### src/rtl/asram_pkg.sv
package asram_pkg;

  // Controller phases; the pin pattern of each phase is fixed.
  typedef enum logic [2:0] {
    ST_IDLE,
    ST_READ,
    ST_TURN,
    ST_WRITE,
    ST_RECOVER
  } ctl_state_t;

  // Clock cycles needed to cover need_ps at a period of clk_ps, never below one.
  function automatic int unsigned span_cycles(input int unsigned need_ps,
                                              input int unsigned clk_ps);
    int unsigned n;
    n = (need_ps + clk_ps - 1) / clk_ps;
    return (n < 1) ? 1 : n;
  endfunction

  function automatic int unsigned max_u(input int unsigned a, input int unsigned b);
    return (a > b) ? a : b;
  endfunction

endpackage

### src/rtl/asram_seq.sv
module asram_seq
  import asram_pkg::*;
#(
  parameter int unsigned RD_CYC = 3,
  parameter int unsigned WR_CYC = 2,
  parameter int unsigned TA_CYC = 1,
  parameter int unsigned CNT_W  = 2
) (
  input  logic       clk,
  input  logic       rst,
  input  logic       req_valid,
  input  logic       req_write,
  output logic       ready,
  output logic       accept,
  output logic       capture,
  output ctl_state_t st_nxt
);

  localparam logic [CNT_W-1:0] RD_LAST = CNT_W'(RD_CYC - 1);
  localparam logic [CNT_W-1:0] WR_LAST = CNT_W'(WR_CYC - 1);
  localparam logic [CNT_W-1:0] TA_LAST = CNT_W'(TA_CYC - 1);

  ctl_state_t       st_q;
  logic [CNT_W-1:0] cnt_q, cnt_d;
  logic             cnt_zero;

  assign cnt_zero = (cnt_q == '0);
  assign ready    = (st_q == ST_IDLE);
  assign accept   = ready && req_valid;
  // Edge at the end of the last read cycle samples the bus.
  assign capture  = (st_q == ST_READ) && cnt_zero;

  always_comb begin
    st_nxt = st_q;
    cnt_d  = cnt_q;
    case (st_q)
      ST_IDLE: begin
        if (accept) begin
          st_nxt = req_write ? ST_WRITE : ST_READ;
          cnt_d  = req_write ? WR_LAST : RD_LAST;
        end
      end
      ST_READ: begin
        if (cnt_zero) begin
          st_nxt = ST_TURN;
          cnt_d  = TA_LAST;
        end else begin
          cnt_d = cnt_q - 1'b1;
        end
      end
      ST_TURN: begin
        if (cnt_zero) st_nxt = ST_IDLE;
        else          cnt_d  = cnt_q - 1'b1;
      end
      ST_WRITE: begin
        if (cnt_zero) st_nxt = ST_RECOVER;
        else          cnt_d  = cnt_q - 1'b1;
      end
      ST_RECOVER: st_nxt = ST_IDLE;
      default:    st_nxt = ST_IDLE;
    endcase
  end

  always_ff @(posedge clk) begin
    if (rst) begin
      st_q  <= ST_IDLE;
      cnt_q <= '0;
    end else begin
      st_q  <= st_nxt;
      cnt_q <= cnt_d;
    end
  end

endmodule

### src/rtl/asram_pins.sv
module asram_pins
  import asram_pkg::*;
#(
  parameter int unsigned ADDR_W = 16,
  parameter int unsigned DATA_W = 16,
  parameter int unsigned LANES  = 2
) (
  input  logic              clk,
  input  logic              rst,
  input  ctl_state_t        st_nxt,
  input  logic              accept,
  input  logic [ADDR_W-1:0] req_addr,
  input  logic [DATA_W-1:0] req_wdata,
  input  logic [LANES-1:0]  req_be,
  output logic [LANES-1:0]  lane_en,
  output logic [ADDR_W-1:0] mem_addr,
  output logic              mem_ce_n,
  output logic              mem_oe_n,
  output logic              mem_we_n,
  output logic [LANES-1:0]  mem_bs_n,
  output logic [DATA_W-1:0] mem_dq_out,
  output logic              mem_dq_oe
);

  logic [LANES-1:0] lane_nxt;
  logic             sel_nxt, drive_nxt;

  assign lane_nxt  = accept ? req_be : lane_en;
  assign sel_nxt   = (st_nxt == ST_READ) || (st_nxt == ST_WRITE) || (st_nxt == ST_RECOVER);
  assign drive_nxt = (st_nxt == ST_WRITE) || (st_nxt == ST_RECOVER);

  // Control pins registered from the next phase so they leave flops directly.
  always_ff @(posedge clk) begin
    if (rst) begin
      mem_ce_n  <= 1'b1;
      mem_oe_n  <= 1'b1;
      mem_we_n  <= 1'b1;
      mem_dq_oe <= 1'b0;
    end else begin
      mem_ce_n  <= !sel_nxt;
      mem_oe_n  <= !(st_nxt == ST_READ);
      mem_we_n  <= !(st_nxt == ST_WRITE);
      mem_dq_oe <= drive_nxt;
    end
  end

  // Address, data and lane mask are latched once per request and held.
  always_ff @(posedge clk) begin
    if (rst) begin
      mem_addr   <= '0;
      mem_dq_out <= '0;
      lane_en    <= '0;
    end else if (accept) begin
      mem_addr   <= req_addr;
      mem_dq_out <= req_wdata;
      lane_en    <= req_be;
    end
  end

  for (genvar g = 0; g < LANES; g++) begin : g_strobe
    always_ff @(posedge clk) begin
      if (rst) mem_bs_n[g] <= 1'b1;
      else     mem_bs_n[g] <= !(sel_nxt && lane_nxt[g]);
    end
  end

endmodule

### src/rtl/asram_rdcap.sv
module asram_rdcap #(
  parameter int unsigned DATA_W = 16,
  parameter int unsigned LANE_W = 8,
  parameter int unsigned LANES  = 2
) (
  input  logic              clk,
  input  logic              rst,
  input  logic              capture,
  input  logic [LANES-1:0]  lane_en,
  input  logic [DATA_W-1:0] mem_dq_in,
  output logic              rsp_valid,
  output logic [DATA_W-1:0] rsp_rdata
);

  always_ff @(posedge clk) begin
    if (rst) rsp_valid <= 1'b0;
    else     rsp_valid <= capture;
  end

  // Lanes that were not strobed return zero rather than a floating bus.
  for (genvar g = 0; g < LANES; g++) begin : g_lane
    always_ff @(posedge clk) begin
      if (rst)
        rsp_rdata[g*LANE_W +: LANE_W] <= '0;
      else if (capture)
        rsp_rdata[g*LANE_W +: LANE_W] <= lane_en[g] ? mem_dq_in[g*LANE_W +: LANE_W] : '0;
    end
  end

endmodule

### src/rtl/asram_lane_ctrl.sv
module asram_lane_ctrl
  import asram_pkg::*;
#(
  parameter int unsigned ADDR_W   = 16,
  parameter int unsigned DATA_W   = 16,
  parameter int unsigned LANE_W   = 8,
  parameter int unsigned CLK_PS   = 4000,
  parameter int unsigned T_ACC_PS = 10000,
  parameter int unsigned T_WP_PS  = 7000,
  parameter int unsigned T_DS_PS  = 5000,
  parameter int unsigned T_HZ_PS  = 4000
) (
  input  logic                       clk,
  input  logic                       rst,
  input  logic                       req_valid,
  output logic                       req_ready,
  input  logic                       req_write,
  input  logic [ADDR_W-1:0]          req_addr,
  input  logic [DATA_W-1:0]          req_wdata,
  input  logic [DATA_W/LANE_W-1:0]   req_be,
  output logic                       rsp_valid,
  output logic [DATA_W-1:0]          rsp_rdata,
  output logic [ADDR_W-1:0]          mem_addr,
  output logic                       mem_ce_n,
  output logic                       mem_oe_n,
  output logic                       mem_we_n,
  output logic [DATA_W/LANE_W-1:0]   mem_bs_n,
  output logic [DATA_W-1:0]          mem_dq_out,
  output logic                       mem_dq_oe,
  input  logic [DATA_W-1:0]          mem_dq_in
);

  localparam int unsigned LANES  = DATA_W / LANE_W;
  // window lengths in cycles
  localparam int unsigned RD_CYC = span_cycles(T_ACC_PS, CLK_PS);
  localparam int unsigned WR_CYC = max_u(span_cycles(T_WP_PS, CLK_PS),
                                         span_cycles(T_DS_PS, CLK_PS));
  localparam int unsigned TA_CYC = span_cycles(T_HZ_PS, CLK_PS);
  localparam int unsigned MAX_CYC = max_u(RD_CYC, max_u(WR_CYC, TA_CYC));
  localparam int unsigned CNT_W  = $clog2(MAX_CYC + 1);

  ctl_state_t       st_nxt;
  logic             accept, capture;
  logic [LANES-1:0] lane_en;

  asram_seq #(
    .RD_CYC (RD_CYC),
    .WR_CYC (WR_CYC),
    .TA_CYC (TA_CYC),
    .CNT_W  (CNT_W)
  ) u_seq (
    .clk       (clk),
    .rst       (rst),
    .req_valid (req_valid),
    .req_write (req_write),
    .ready     (req_ready),
    .accept    (accept),
    .capture   (capture),
    .st_nxt    (st_nxt)
  );

  asram_pins #(
    .ADDR_W (ADDR_W),
    .DATA_W (DATA_W),
    .LANES  (LANES)
  ) u_pins (
    .clk        (clk),
    .rst        (rst),
    .st_nxt     (st_nxt),
    .accept     (accept),
    .req_addr   (req_addr),
    .req_wdata  (req_wdata),
    .req_be     (req_be),
    .lane_en    (lane_en),
    .mem_addr   (mem_addr),
    .mem_ce_n   (mem_ce_n),
    .mem_oe_n   (mem_oe_n),
    .mem_we_n   (mem_we_n),
    .mem_bs_n   (mem_bs_n),
    .mem_dq_out (mem_dq_out),
    .mem_dq_oe  (mem_dq_oe)
  );

  asram_rdcap #(
    .DATA_W (DATA_W),
    .LANE_W (LANE_W),
    .LANES  (LANES)
  ) u_rdcap (
    .clk       (clk),
    .rst       (rst),
    .capture   (capture),
    .lane_en   (lane_en),
    .mem_dq_in (mem_dq_in),
    .rsp_valid (rsp_valid),
    .rsp_rdata (rsp_rdata)
  );

endmodule

### config.mk
export PLATFORM = sky130hd
export DESIGN_NAME = asram_lane_ctrl
export DESIGN_NICKNAME = d
export VERILOG_FILES = /design/src/rtl/asram_pkg.sv /design/src/rtl/asram_seq.sv /design/src/rtl/asram_pins.sv /design/src/rtl/asram_rdcap.sv /design/src/rtl/asram_lane_ctrl.sv
export SDC_FILE = /design/constraint.sdc
export NUM_CORES = 1
export LEC_CHECK = 0
export CAP_MARGIN = 40
export CORE_MARGIN = 5
export CORE_UTILIZATION = 43
export CTS_CLUSTER_SIZE = 24
export DETAILED_ROUTE_END_ITERATION = 12
export PLACE_DENSITY = 0.89
export SLEW_MARGIN = 10
export SYNTH_ARGS = -nofsm -noshare
export SYNTH_HDL_FRONTEND = slang
export SYNTH_SLANG_ARGS = --single-unit
### constraint.sdc
create_clock -name clk -period 2.28 [get_ports clk]
set_input_delay 0.456 -clock clk [delete_from_list [all_inputs] [get_ports clk]]
set_output_delay 0.456 -clock clk [all_outputs]
set_load 0.01 [all_outputs]
# Word level (Yosys, flattened, before mapping)
# Cells that the tools add are included.
# Widths: inputs -> output; s select.
[word_totals]
regBits = 62
inputBits = 54
out_inout_bits = 56
wordCells = 54
[classes]
n_addsub = 1
n_eq_ne = 8
mux = 14
reduce_logical = 17
[op_table]
columns = ["op", "n"]
rows = [
  ["$mux 8", 2],
  ["$mux 2", 6],
  ["$mux 3", 4],
  ["$pmux 3 s4", 1],
  ["$eq 3x2->1 const B", 3],
  ["$eq 3x1->1 const B", 2],
  ["$pmux 2 s3", 1],
  ["$logic_not 1->1", 5],
  ["$logic_and 1x1->1", 4],
  ["$ne 2x2->1 const B", 2],
  ["$eq 3x3->1 const B", 1],
  ["$logic_not 3->1", 1],
  ["$logic_or 1x1->1", 3],
  ["$reduce_and 3->1", 1],
  ["$reduce_bool 3->1", 1],
  ["$logic_not 2->1", 1],
  ["$reduce_or 2->1", 1],
  ["$sub 2x1->2 const B", 1],
]

# Depth between registers and ports, before layout
[logic_depth]
word_depth = 9
depth_mapped = 7
mapped_depth_nobuf = 6

# Modules after synthesis
# Synthesis repeated with hierarchy kept, for this count alone.
[unflattened]
cells_unflattened = 242
area_unflattened_um2 = 2402.3
[by_module_without_submodules]
columns = ["mod", "instances", "cells_per_inst", "area_each_um2", "seq_area_each_um2"]
rows = [
  ["asram_pins", 1, 125, 1383.8, 800.8],
  ["asram_rdcap", 1, 73, 659.4, 340.3],
  ["asram_seq", 1, 44, 359.1, 100.1],
]

# Least setup slack after synthesis
# No wires, ideal clock.
[synth_timing]
kind = "register -> register"
startpoint = "reg u_seq.cnt_q[0]"
endpoint = "reg u_rdcap.rsp_rdata[0]"
setup_time_ns = 0.117
t_arrival_ns = 1.414
setup_slack_ns = 0.749
path_stages_with_launch = 8
synth_period_minus_slack_ns = 1.531
path_cell_list = "dfxtp_1 > inv_1 > ha_1 > nand2b_2 > nor3b_1 > nor2_1 > buf_6 > a22o_1"
[synth_between]
elab_chain_len = 2
[synth_rtl]
columns = ["element", "line_no", "source"]
rows = [
  ["start: declaration", "asram_seq.sv:24", "logic [CNT_W-1:0] cnt_q, cnt_d;"],
  ["start signal: assignment", "asram_seq.sv:70", "cnt_q <= cnt_d;"],
  ["$logic_not 2->1", "asram_seq.sv:27", "assign cnt_zero = (cnt_q == '0);"],
  ["$logic_and 1x1->1", "asram_seq.sv:31", "assign capture = (st_q == ST_READ) && cnt_zero;"],
  ["end signal: indexed assignment", "asram_rdcap.sv:26", "rsp_rdata[g*LANE_W +: LANE_W] <= lane_en[g] ? mem_dq_in[g*LANE_W +: LANE_W] : '0;"],
  ["end: declaration", "asram_rdcap.sv:12", "output logic [DATA_W-1:0] rsp_rdata"],
]
# Every way passes these cells.
# A chain may end at the register's enable or synchronous reset.

# Worst setup path in the final report
[layout_timing]
startpoint = "reg u_seq.st_q[1]"
endpoint = "out req_ready"
[layout_between]
elab_chain_len = 1
[layout_rtl]
columns = ["element", "line_no", "source"]
rows = [
  ["start: declaration", "asram_seq.sv:23", "ctl_state_t st_q;"],
  ["start signal: assignment", "asram_seq.sv:69", "st_q <= st_nxt;"],
  ["$logic_not 3->1", "asram_seq.sv:28", "assign ready = (st_q == ST_IDLE);"],
  ["end: declaration", "asram_lane_ctrl.sv:16", "output logic req_ready,"],
]
# Every way passes these cells.

==> flow_summary.ini <==
[clock_tree]
postCtsResizedCells = 0
numClockSinks = 62
worstSkewPairLatency_ps = 320
postCtsHoldBufs = 0
postCtsSetupBuffers = 0
clk_path_buf_depth = 2
cts_root_buf = clkbuf_8
clkTransAtPathRegs_ps = 60
cts_buffers = 9
htreeDepth = 3
cts_tree = yes

[drt]
first_pass_iters = 4
num_vias = 2084
drt-vias-per-instance = 4.90
route.detailed.drc = 0
drt_wl_total_mm = 6.17
drt-initial-drc-count = 68
avgRoutedWirePerCell_um = 14.5
antenna_left = 0

[global_routing]
grt_usage_pct = 18.2
grt_pass1_wl_mm = 9.33
grt_antenna_before_repair = 0
grt_max_degree = 40
grt_pass1_vias = 1994
grt_overflow_total = 0

[timing]
drv_slew = 0
max_slew_margin_pct = 65.2
finalCriticalPeriod_ps = 2020
setup_ws_ps = 257
fin_crit_sh_pct = 88.7
worst_slew_pin_slew_ps = 521
rsz0062_at_grt = no
skew_ps = 4.37
final.setup.tns_ps = 0
finalSetupViolCount = 0
hold_viol = 0
whs_ps = 455
fmax_ghz = 0.494

[synth]
synth_nets = 297
synth_top_family_by_area = simple AND/OR/NAND/NOR gates
seq_area_frac_synth_pct = 54.7
synth_fa_ha_area_share_pct = 1.66
yosysWarnings = 0
synth.top_cell.area_share_pct = 54.7
syn_inst = 240
synthMuxAreaShare_pct = 1.77
synth.area.top_cells = dfxtp_1, nand2_1, a21oi_1
synthArstFlopShare_pct = 0
synth-compound-area-share_pct = 17.3
synthXorXnorAreaFrac_pct = 0
synth_top_cell_by_area = dfxtp_1
synthFlopType = dfxtp_1
netlist_area_um2 = 2270
ys_ff_latch = 62
synth.avg_cell_area_um2 = 9.45
synth_simple_gate_area_share_pct = 19.5
synthDistinctLibCells = 30
synth_edf_count = 0

[place]
pre_cts_ws_ps = 145
hpwl_mm = 4.66
port_buffers = 109
gp_congestion = 0.796

[power_and_ir_drop]
vdd_drop_max_uv = 517
combPwrFrac_pct = 23.2
p_sw_share_pct = 26.9
p_int_mw = 2.09
switchingPower_mw = 0.771
leakagePower_nw = 1.36
clock_power_share_pct = 33.2
power_frac_seq_pct = 43.6
totalPowerFinal_mw = 2.86
power_density_nw_per_um2 = 798

[finish]
filler_cell_count = 439
final_common_cell = clkdlybuf4s50_1
syn2layout_area_growth_pct = 58.2
nNetsFinal = 407
layout_common_cells = clkdlybuf4s50_1, nand2_1, dfxtp_1, a21oi_1, a22o_1
layout-drive-gt1-share_pct = 7.89
antenna_cells = 0

[setup_path]
critPathCaptureType = output pin
cp_max_fo = 12
crit_type = flop to output pin
crit_arrival_ps = 1570
max_stage_delay_ps = 570
cpMaxStageDelayCell = clkdlybuf4s50_1
critical-path-top-delay-family = buffers and inverters
crit_buf_inv = 1
worstPathRequired_ps = 1820
path_cells = nor3_1, clkdlybuf4s50_1
cp-start-kind = flop

[floorplanning]
fp-row-count = 26
die_y_um = 82.6
coreArea_um2 = 5110
start_util_pct = 44.4
dieArea_um2 = 6820
dieWidth_um = 82.6
io_pins = 110

[job]
cap_violations = 0

[outcome]
status = completed

[hold_path]
hp-class = flop to flop
-- through the flow --
| step | area (um^2) | cells | utilization, % |
|---|---|---|---|
| detailed placement | 3390 | 409 | 66.3 |
| CTS | 3590 | 425 | 70.2 |
| finish | 3590 | 425 | 70.2 |
| floorplan | 2270 | 240 | - |
| global placement | 3380 | 408 | 66.1 |
| global route | 3590 | 425 | 70.2 |
-- path summary, 6_finish.rpt --
path,startpoint,end,slack [ps],depth (start not counted)
min reg2reg,u_pins.mem_addr[11]$_SDFFE_PP0P_,u_pins.mem_addr[11]$_SDFFE_PP0P_,450,2
max reg2reg,u_seq.cnt_q[0]$_SDFFE_PP0P_,u_rdcap.rsp_rdata[7]$_SDFFE_PP0P_,420,7
max,u_seq.st_q[1]$_SDFF_PP0_,req_ready,260,2
min,u_pins.mem_addr[11]$_SDFFE_PP0P_,u_pins.mem_addr[11]$_SDFFE_PP0P_,450,2
-- worst min-delay path, delay by kind of cell, from the launching register on --
kind | cells | cell delay [ps]
flip-flops | 1 | 310
AND/OR/NAND/NOR | 1 | 50
AO/OA/AOI/OAI | 1 | 50
-- power groups by stage --
stage          Sequential [mW]  Clock, mW  Combinational [mW]
2_1_floorplan             1.29          0               0.341
3_3_place_gp              1.27          0               0.649
3_5_place_dp              1.27          0               0.672
4_1_cts                   1.25      0.974               0.676
5_1_grt                   1.26       1.03               0.724
6_report                  1.25      0.951               0.665
-- area by class of cell --
| cell class | instances | area [um^2] | share of cell area (%) |
|---|---|---|---|
| multi-input combinational | 159 | 913 | 25.5 |
| sequential | 62 | 1240 | 34.6 |
| inverter | 4 | 15.0 | 0.419 |
| tap | 70 | 87.6 | 2.44 |
| clock buffer | 12 | 155 | 4.33 |
| timing repair buffer | 114 | 1130 | 31.5 |
| clock inverter | 4 | 45.0 | 1.26 |
-- logic make-up after synthesis --
kind of cell | after synthesis
simple gates | 92
compound gates | 60
mux | 4
buf+inv | 19
flops | 62
fa+ha+maj | 3
-- flip-flops by register name, indices dropped and copies added (netlist names) --
signal	cells
u_pins.mem_addr	16
u_pins.mem_we_n	1
u_pins.mem_oe_n	1
u_pins.lane_en	2
u_rdcap.rsp_valid	1
u_seq.st_q	3
u_pins.mem_ce_n	1
u_rdcap.rsp_rdata	16
u_seq.cnt_q	2
u_pins.mem_dq_oe	1
u_pins.mem_bs_n	2
u_pins.mem_dq_out	16
-- metal layers --
layer / track usage [%] / routed length, um
met5: 0 / 0
met4: 7.35 / 76
met3: 4.45 / 369
met2: 33.8 / 3360
met1: 19.5 / 2360
-- cell usage after synthesis (2+ instances only) --
master,instances
clkbuf_1,3
o21ai_0,2
a21oi_1,35
inv_1,4
mux2i_1,4
o31ai_1,2
or3b_4,2
nor3_1,2
nor2_1,5
buf_6,3
a22o_1,16
buf_2,6
buf_4,3
nand2b_1,4
ha_1,3
nand2_1,70
dfxtp_1,62
a211oi_1,2
Note: power is estimated with default switching activity, not from simulation.
